$ cat config.mk
export PLATFORM = sky130hd
export DESIGN_NAME = rx_clk_flag_pin
export DESIGN_NICKNAME = d
export VERILOG_FILES = /design/src/rtl/rx_clk_flag_pkg.sv /design/src/rtl/pin_sync.sv /design/src/rtl/out_flag_reg.sv /design/src/rtl/in_flag_cap.sv /design/src/rtl/rx_clk_flag_pin.sv
export SDC_FILE = /design/constraint.sdc
export NUM_CORES = 1
export LEC_CHECK = 0
export ABC_AREA = 1
export CELL_PAD_IN_SITES_DETAIL_PLACEMENT = 1
export CELL_PAD_IN_SITES_GLOBAL_PLACEMENT = 1
export CORE_MARGIN = 2
export CORE_UTILIZATION = 23
export CTS_CLUSTER_SIZE = 12
export DETAILED_ROUTE_END_ITERATION = 16
export GPL_TIMING_DRIVEN = 0
export PLACE_DENSITY_LB_ADDON = 0.15
export REMOVE_ABC_BUFFERS = 1
export SETUP_SLACK_MARGIN = 0.5
export SLEW_MARGIN = 20
export SYNTH_ARGS = -nofsm -noshare
export SYNTH_HDL_FRONTEND = slang
export SYNTH_SLANG_ARGS = --single-unit
export TNS_END_PERCENT = 50
$ cat constraint.sdc
create_clock -name clk_i -period 2.4 [get_ports clk_i]
set_input_delay 0.36 -clock clk_i [delete_from_list [all_inputs] [get_ports clk_i]]
set_output_delay 0.36 -clock clk_i [all_outputs]
set_load 0.03 [all_outputs]
$ cat src/rtl/rx_clk_flag_pkg.sv
package rx_clk_flag_pkg;
  typedef enum logic [2:0] {
    ROLE_GPIO,
    ROLE_CLK_IN,
    ROLE_CLK_OUT,
    ROLE_FLAG_IN,
    ROLE_FLAG_OUT
  } pin_role_e;

  function automatic pin_role_e decode_role(logic func_en, logic sync_mode, logic dir_out);
    if (!func_en)  return ROLE_GPIO;
    if (sync_mode) return dir_out ? ROLE_FLAG_OUT : ROLE_FLAG_IN;
    return dir_out ? ROLE_CLK_OUT : ROLE_CLK_IN;
  endfunction
endpackage

$ cat src/rtl/pin_sync.sv
module pin_sync #(
  parameter int STAGES = 2
) (
  input  logic clk_i,
  input  logic rst_ni,
  input  logic pad_i,
  input  logic edge_en_i,
  output logic lvl_o,
  output logic rise_o,
  output logic fall_o
);
  logic [STAGES-1:0] sync_q;
  logic              prev_q;

  genvar g;
  generate
    for (g = 0; g < STAGES; g++) begin : g_stage
      if (g == 0) begin : g_first
        always_ff @(posedge clk_i or negedge rst_ni)
          if (!rst_ni) sync_q[0] <= 1'b0;
          else         sync_q[0] <= pad_i;
      end else begin : g_next
        always_ff @(posedge clk_i or negedge rst_ni)
          if (!rst_ni) sync_q[g] <= 1'b0;
          else         sync_q[g] <= sync_q[g-1];
      end
    end
  endgenerate

  always_ff @(posedge clk_i or negedge rst_ni)
    if (!rst_ni) prev_q <= 1'b0;
    else         prev_q <= sync_q[STAGES-1];

  assign lvl_o  = sync_q[STAGES-1];
  assign rise_o = edge_en_i &  sync_q[STAGES-1] & ~prev_q;
  assign fall_o = edge_en_i & ~sync_q[STAGES-1] &  prev_q;


  rise_single_chk: assert property (@(posedge clk_i) disable iff (!rst_ni) rise_o |=> !rise_o);

  fall_single_chk: assert property (@(posedge clk_i) disable iff (!rst_ni) fall_o |=> !fall_o);
endmodule

$ cat src/rtl/out_flag_reg.sv
module out_flag_reg (
  input  logic clk_i,
  input  logic rst_ni,
  input  logic frame_sync_i,
  input  logic flag_ctrl_i,
  output logic flag_o
);
  always_ff @(posedge clk_i or negedge rst_ni)
    if (!rst_ni)           flag_o <= 1'b0;
    else if (frame_sync_i) flag_o <= flag_ctrl_i;


  of_hold_chk: assert property (@(posedge clk_i) disable iff (!rst_ni) !frame_sync_i |=> $stable(flag_o));

  of_load_chk: assert property (@(posedge clk_i) disable iff (!rst_ni) frame_sync_i |=> flag_o == $past(flag_ctrl_i));
endmodule

$ cat src/rtl/in_flag_cap.sv
module in_flag_cap (
  input  logic clk_i,
  input  logic rst_ni,
  input  logic cap_en_i,
  input  logic net_mode_i,
  input  logic frame_sync_i,
  input  logic slot_strobe_i,
  input  logic lvl_i,
  output logic stat_o
);
  logic take;
  assign take = cap_en_i & (net_mode_i ? slot_strobe_i : frame_sync_i);

  always_ff @(posedge clk_i or negedge rst_ni)
    if (!rst_ni)   stat_o <= 1'b0;
    else if (take) stat_o <= lvl_i;


  if_normal_hold_chk: assert property (@(posedge clk_i) disable iff (!rst_ni)
    (!net_mode_i && !frame_sync_i) |=> $stable(stat_o));

  if_net_hold_chk: assert property (@(posedge clk_i) disable iff (!rst_ni)
    (net_mode_i && !slot_strobe_i) |=> $stable(stat_o));
endmodule

$ cat src/rtl/rx_clk_flag_pin.sv
module rx_clk_flag_pin
  import rx_clk_flag_pkg::*;
#(
  parameter int SYNC_STAGES = 2
) (
  input  logic clk_i,
  input  logic rst_ni,
  input  logic func_en_i,
  input  logic sync_mode_i,
  input  logic dir_out_i,
  input  logic net_mode_i,
  input  logic frame_sync_i,
  input  logic slot_strobe_i,
  input  logic flag_ctrl_i,
  input  logic int_bclk_i,
  input  logic gpio_out_i,
  input  logic gpio_dir_i,
  input  logic pad_i,
  output logic pad_o,
  output logic pad_oe_o,
  output logic rx_bclk_o,
  output logic bclk_rise_o,
  output logic bclk_fall_o,
  output logic flag_stat_o,
  output logic gpio_in_o
);
  pin_role_e role;
  logic      pad_lvl, of_q;

  assign role = decode_role(func_en_i, sync_mode_i, dir_out_i);

  pin_sync #(.STAGES(SYNC_STAGES)) i_sync (
    .clk_i     (clk_i),
    .rst_ni    (rst_ni),
    .pad_i     (pad_i),
    .edge_en_i (role == ROLE_CLK_IN),
    .lvl_o     (pad_lvl),
    .rise_o    (bclk_rise_o),
    .fall_o    (bclk_fall_o)
  );

  out_flag_reg i_oflag (
    .clk_i        (clk_i),
    .rst_ni       (rst_ni),
    .frame_sync_i (frame_sync_i),
    .flag_ctrl_i  (flag_ctrl_i),
    .flag_o       (of_q)
  );

  in_flag_cap i_iflag (
    .clk_i         (clk_i),
    .rst_ni        (rst_ni),
    .cap_en_i      (role == ROLE_FLAG_IN),
    .net_mode_i    (net_mode_i),
    .frame_sync_i  (frame_sync_i),
    .slot_strobe_i (slot_strobe_i),
    .lvl_i         (pad_lvl),
    .stat_o        (flag_stat_o)
  );

  always_comb begin
    pad_o     = 1'b0;
    pad_oe_o  = 1'b0;
    rx_bclk_o = 1'b0;
    unique case (role)
      ROLE_GPIO:     begin pad_o = gpio_out_i; pad_oe_o = gpio_dir_i; end
      ROLE_CLK_OUT:  begin pad_o = int_bclk_i; pad_oe_o = 1'b1; rx_bclk_o = int_bclk_i; end
      ROLE_CLK_IN:   rx_bclk_o = pad_lvl;
      ROLE_FLAG_OUT: begin pad_o = of_q; pad_oe_o = 1'b1; end
      default:       ;
    endcase
    if (!rst_ni) pad_oe_o = 1'b0; // pin is input in reset
  end

  assign gpio_in_o = pad_lvl;


  clk_in_hiz_chk: assert property (@(posedge clk_i) disable iff (!rst_ni)
    (func_en_i && !dir_out_i) |-> !pad_oe_o);

  no_strobe_other_chk: assert property (@(posedge clk_i) disable iff (!rst_ni)
    (!func_en_i || sync_mode_i || dir_out_i) |-> !(bclk_rise_o || bclk_fall_o));

  flag_out_drive_chk: assert property (@(posedge clk_i) disable iff (!rst_ni)
    (func_en_i && dir_out_i) |-> pad_oe_o);
endmodule

Word level (Yosys, flattened, before mapping)
Cells that the tools add are included.
{"block": "word_totals", "word_cells": 31, "register_bits": 5, "output_inout_bits": 7, "inputBits": 13}
{"block": "classes", "n_bitwise": 7, "n_mux": 13, "n_reduce_logical": 2, "eq_ne": 4}
{"cell": "$mux W3", "count": 5}
{"cell": "$eq A3 B2 Y1 const B", "count": 2}
{"cell": "$and A1 B1 Y1", "count": 5}
{"cell": "$mux W1", "count": 4}
{"cell": "$pmux W1 S2", "count": 2}
{"cell": "$eq A3 B1 Y1 const B", "count": 1}
{"cell": "$eq A3 B3 Y1 const B", "count": 1}
{"cell": "$logic_not A3 Y1", "count": 1}
{"cell": "$pmux W1 S3", "count": 1}
{"cell": "$mux W2", "count": 1}
{"cell": "$not A1 Y1", "count": 2}
{"cell": "$reduce_or A2 Y1", "count": 1}

Depth between registers and ports, before layout
{"block": "logic_depth", "ltp_word": 8, "mapped_depth": 6, "ltp_nobuf": 6}

Modules after synthesis
From an unflattened synthesis, not the netlist that was laid out.
{"block": "unflattened", "hier_cells": 54, "hier_area_um2": 339.1}
{"module": "rx_clk_flag_pin", "instances": 1, "seq_area_each_um2": 0.0, "area_per_inst_um2": 136.4, "cells_each": 29}
{"module": "pin_sync", "instances": 1, "seq_area_each_um2": 75.1, "area_per_inst_um2": 90.1, "cells_each": 7}
{"module": "in_flag_cap", "instances": 1, "seq_area_each_um2": 25.0, "area_per_inst_um2": 72.6, "cells_each": 13}
{"module": "out_flag_reg", "instances": 1, "seq_area_each_um2": 25.0, "area_per_inst_um2": 40.0, "cells_each": 5}

Worst setup path before layout
No wires, ideal clock.
{"block": "synth_timing", "path_type": "in2out", "from": "input port sync_mode_i", "to": "output port bclk_rise_o", "t_required_ns": 2.040, "path_slack_ns": 0.621, "arrival_ns": 1.419, "path_buffers": 0, "path_stages": 4, "cell_sequence": "ha_1 nor3_2 nand3_1 nor2_1"}
{"block": "synth_between", "elab_chain_len": 7, "word_cells_on_any_way": 8, "cone_classes": "eq/ne: 1; mux: 5; bitwise: 2"}
{"element": "start: declaration", "line_no": "rx_clk_flag_pin.sv:9", "text": "input logic sync_mode_i,"}
{"element": "$mux W1 (2 in series)", "line_no": "rx_clk_flag_pkg.sv:12", "text": "if (sync_mode) return dir_out ? ROLE_FLAG_OUT : ROLE_FLAG_IN;"}
{"element": "$mux W3 *", "line_no": "rx_clk_flag_pkg.sv:13", "text": "return dir_out ? ROLE_CLK_OUT : ROLE_CLK_IN;"}
{"element": "$mux W3 *", "line_no": "rx_clk_flag_pkg.sv:12"}
{"element": "$eq A3 B1 Y1 *", "line_no": "rx_clk_flag_pin.sv:36", "text": ".edge_en_i (role == ROLE_CLK_IN),"}
{"element": "$and A1 B1 Y1 * (2 in series)", "line_no": "pin_sync.sv:35", "text": "assign rise_o = edge_en_i & sync_q[STAGES-1] & ~prev_q;"}
{"element": "end: declaration", "line_no": "rx_clk_flag_pin.sv:22", "text": "output logic bclk_rise_o,"}
Mark *: on every way between the ends. The rest lies on a longest branch, timed or not. The select of a mux whose other input is x is not followed.

Final worst setup path
{"block": "layout_timing", "from": "input port sync_mode_i", "to": "output port pad_o"}
{"block": "layout_between", "elab_chain_len": 6, "word_cells_on_any_way": 9, "cone_classes": "eq/ne: 2; mux: 6; reduce/logical: 1"}
{"element": "$mux W1 (2 in series)", "line_no": "rx_clk_flag_pkg.sv:12"}
{"element": "$mux W3 *", "line_no": "rx_clk_flag_pkg.sv:13"}
{"element": "$mux W3 *", "line_no": "rx_clk_flag_pkg.sv:12"}
{"element": "$eq A3 B3 Y1 (tied with other cells)", "line_no": "rx_clk_flag_pin.sv:65", "text": "unique case (role)"}
{"element": "$pmux W1 S3 *", "line_no": "rx_clk_flag_pin.sv:65"}
{"element": "end: declaration", "line_no": "rx_clk_flag_pin.sv:19", "text": "output logic pad_o,"}
Marked as above.

==> flow_summary.ini <==
[routing]
remaining_drc_errors = 0
detailedRoute.firstIterationViolations = 0
final_antenna_net_count = 0
totalWireLength_microns = 830
drt_pass1_iterations = 1
wl_per_cell_microns = 10.1
via_count = 369
vias_per_cell = 4.50

[final_layout]
fillerInstances = 164
flow.area_growth_from_synthesis_pct = 76.2
drive_gt1_frac = 0.209
antenna_cells = 0
design.final.nets = 82

[yosys]
synth_mux_area_frac = 0.0363
syn_area_sq_um = 310
netlist.top_cell.by_area = sky130_fd_sc_hd__dfrtp_1
yosysTopAreaCellShare = 0.403
synth_compound_area_frac = 0.0323
ys_types = 11
synthTopCellsByArea = sky130_fd_sc_hd__dfrtp_1 40%, sky130_fd_sc_hd__nand2_1 15%, sky130_fd_sc_hd__nand3_1 9.7%
synth_xor_area_frac = 0
yosys_warnings = 0
post_synth.cell_area_avg_sq_um = 7.22
synthesis.instances = 43
post_synth_and_or_nand_nor_area_fraction = 0.403
synth_top_family_by_area = simple AND/OR/NAND/NOR gates
ys_seq_area_frac = 0.403
yosys.area_share.adder = 0.0403
yosys_register_bits = 5

[grt]
grt_pass1_vias = 336
grt_util_met1 = 0.127
antenna_found_initial = 0
grt_start_max_net_pins = 8
met3_usage = 0.0163
met2_track_demand_over_resource_in_global_routing = 0.210
busiest_layer = met2
grt.overflow.total = 0
wire_length_of_the_first_global_routing_pass_microns = 1240
globalRouteTotalUtil = 0.110

[sta]
totalNegativeSetupSlack_ps = 0
grt_setup_unrepaired = false
final_max_slew_viol_count = 0
period_minus_slack_ps = 1820
maxClockFrequency_ghz = 0.549
report.final.setup_viol = 0
setup_slack_ps = 578
fin_skew_ps = 4.17
slew_headroom = 0.796
report.final.hold_viol_count = 0
tightestPinTransition_ps = 305
crit_share_post_route = 0.759

[clock_tree]
max-clock-path-buffers = 2
clk_pin_slew_ps = 40
tritoncts = done
clk_latency_ps = 230
cts-buffers-inserted = 3
cts_sinks = 5
htreeDepth = 1
cts-root-buf = sky130_fd_sc_hd__clkbuf_4

[critical_path]
critPathRequiredTime_ps = 2040
worst-path-buf-inv = 2
timing.critical_path.slowest_stage_cell = sky130_fd_sc_hd__ha_4
critPathMaxFanout = 5
cp_common_cell = sky130_fd_sc_hd__nand3_1
timing.critical_path.from_type = input port
crit_path_max_incr_delay_ps = 290
worstSetupEndpointType = output pin
worst_path_dominant_cell_family = buffers and inverters
worstSetupPathType = input port to output pin
reg2reg_start = i_oflag.flag_o
worst_ep_arrival_time_ps = 1460
critical_path.cell_chain = dlygate4sd2_1, ha_4, nand2_1, nor2_2, nand3_1, nand3_1, buf_4
worst_setup_path_startpoint = sync_mode_i

[place]
buffer_ports.inserted = 19
dp_hpwl_microns = 677
gp_routability_congestion = 0.619
preCtsSetupSlack_ps = -429

[run_status]
outcome = completed

[hold_path]
hold_removal_path_class = register to register
hold_path.startpoint = i_sync.sync_q[0]

[die]
std_cell_rows = 13
die_area_sq_um = 1660
fp.dieW_microns = 40.7
core-area_sq_um = 1280
pin_count = 20
starting_density_of_the_core = 0.241
die_h_microns = 40.7

[power_and_ir_drop]
leakage_uw = 0.000285
worst_vdd_ir_v = 0.000267
power-per-cell-area_nw_per_um2 = 526

[run]
cap_viol_max_count = 0
[through the flow]
step / area, sq um / hold WS [ps] / total power (uW) / utilization / cells
after global placement: 519 / 334 / 193 / 0.404 / 77
after floorplan: 310 / 64.4 / 144 / - / 43
final: 547 / 344 / 287 / 0.426 / 82
after detailed placement: 519 / 337 / 193 / 0.404 / 77
after CTS: 551 / 347 / 294 / 0.428 / 82
after global routing: 547 / 349 / 306 / 0.426 / 82
[layout by cell type (no fill, tap or decap), drive strengths merged]
master | Yosys | final
inv | 7 | 7
o21ai | 2 | 2
nand3 | 6 | 6
clkdlybuf4s50 | 0 | 11
nand2 | 12 | 12
nor2 | 5 | 5
mux2 | 1 | 1
dlygate4sd2 | 0 | 1
ha | 1 | 1
nand4 | 3 | 3
nor3 | 1 | 1
dfrtp | 5 | 5
buf | 0 | 7
dlymetal6s2s | 0 | 1
clkbuf | 0 | 4
[cells by family after synthesis]
| logic type | count (synthesis) |
|---|---|
| buffers and inverters | 7 |
| adders and majority gates | 1 |
| AOI/OAI and AO/OA | 2 |
| DFF | 5 |
| muxes | 1 |
| and+or+nand+nor | 27 |
[worst paths after layout]
check | end | slack, ps | cells past startpoint
worst max register to register | i_oflag.flag_o | 1660 | 1
max in group asynchronous | i_sync.sync_q[0] | 1830 | 1
worst max-delay path | pad_o | 580 | 7
worst min-delay path | i_sync.lvl_o | 340 | 0
worst min register to register | i_sync.lvl_o | 340 | 0
min in group asynchronous | i_oflag.flag_o | 360 | 1
[registers in the layout, summed over array words and instances, names as in the netlist]
name	flops
i_iflag.stat_o	1
i_oflag.flag_o	1
i_sync.lvl_o	1
i_sync.prev_q	1
i_sync.sync_q	1
[layout make-up]
type                       instances  area [sq um]  area share
clock buffer                       4          26.3      0.0481
tap                               15          18.8      0.0343
inverter                           7          26.3      0.0481
sequential                         5           125       0.229
timing repair buffer              20           179       0.327
multi-input combinational         31           171       0.314
[power breakdown]
group          internal (uW)  total [uW]  leakage (uW)  switching, uW
sequential              93.4        98.1     0.0000593           4.69
clock                   62.7        94.4     0.0000150           31.8
combinational           45.8        94.8      0.000211           49.1
[Yosys cell counts]
cell / n
sky130_fd_sc_hd__nand2_1: 12
sky130_fd_sc_hd__inv_1: 7
sky130_fd_sc_hd__nand3_1: 6
sky130_fd_sc_hd__dfrtp_1: 5
sky130_fd_sc_hd__nor2_1: 4
sky130_fd_sc_hd__nand4_1: 3
sky130_fd_sc_hd__o21ai_0: 2
sky130_fd_sc_hd__ha_1: 1
sky130_fd_sc_hd__mux2_2: 1
sky130_fd_sc_hd__nor2_2: 1
sky130_fd_sc_hd__nor3_2: 1
[metal layers]
metal,vias up,wire (microns),part of all wire
li1,189,-,-
met1,170,370,0.45
met2,10,403,0.49
met3,0,57,0.069
met4,0,0,0
met5,-,0,0
[what timing repair did]
action / in CTS / in global routing
setup endpoints to repair: 5 / 5
setup buffers: 1 / 0
cloned: 0 / 0
gates resized for setup: 34 / 3
pin swaps: 1 / 0
hold buffers: 0 / 0
(Power assumes the default switching activity.)
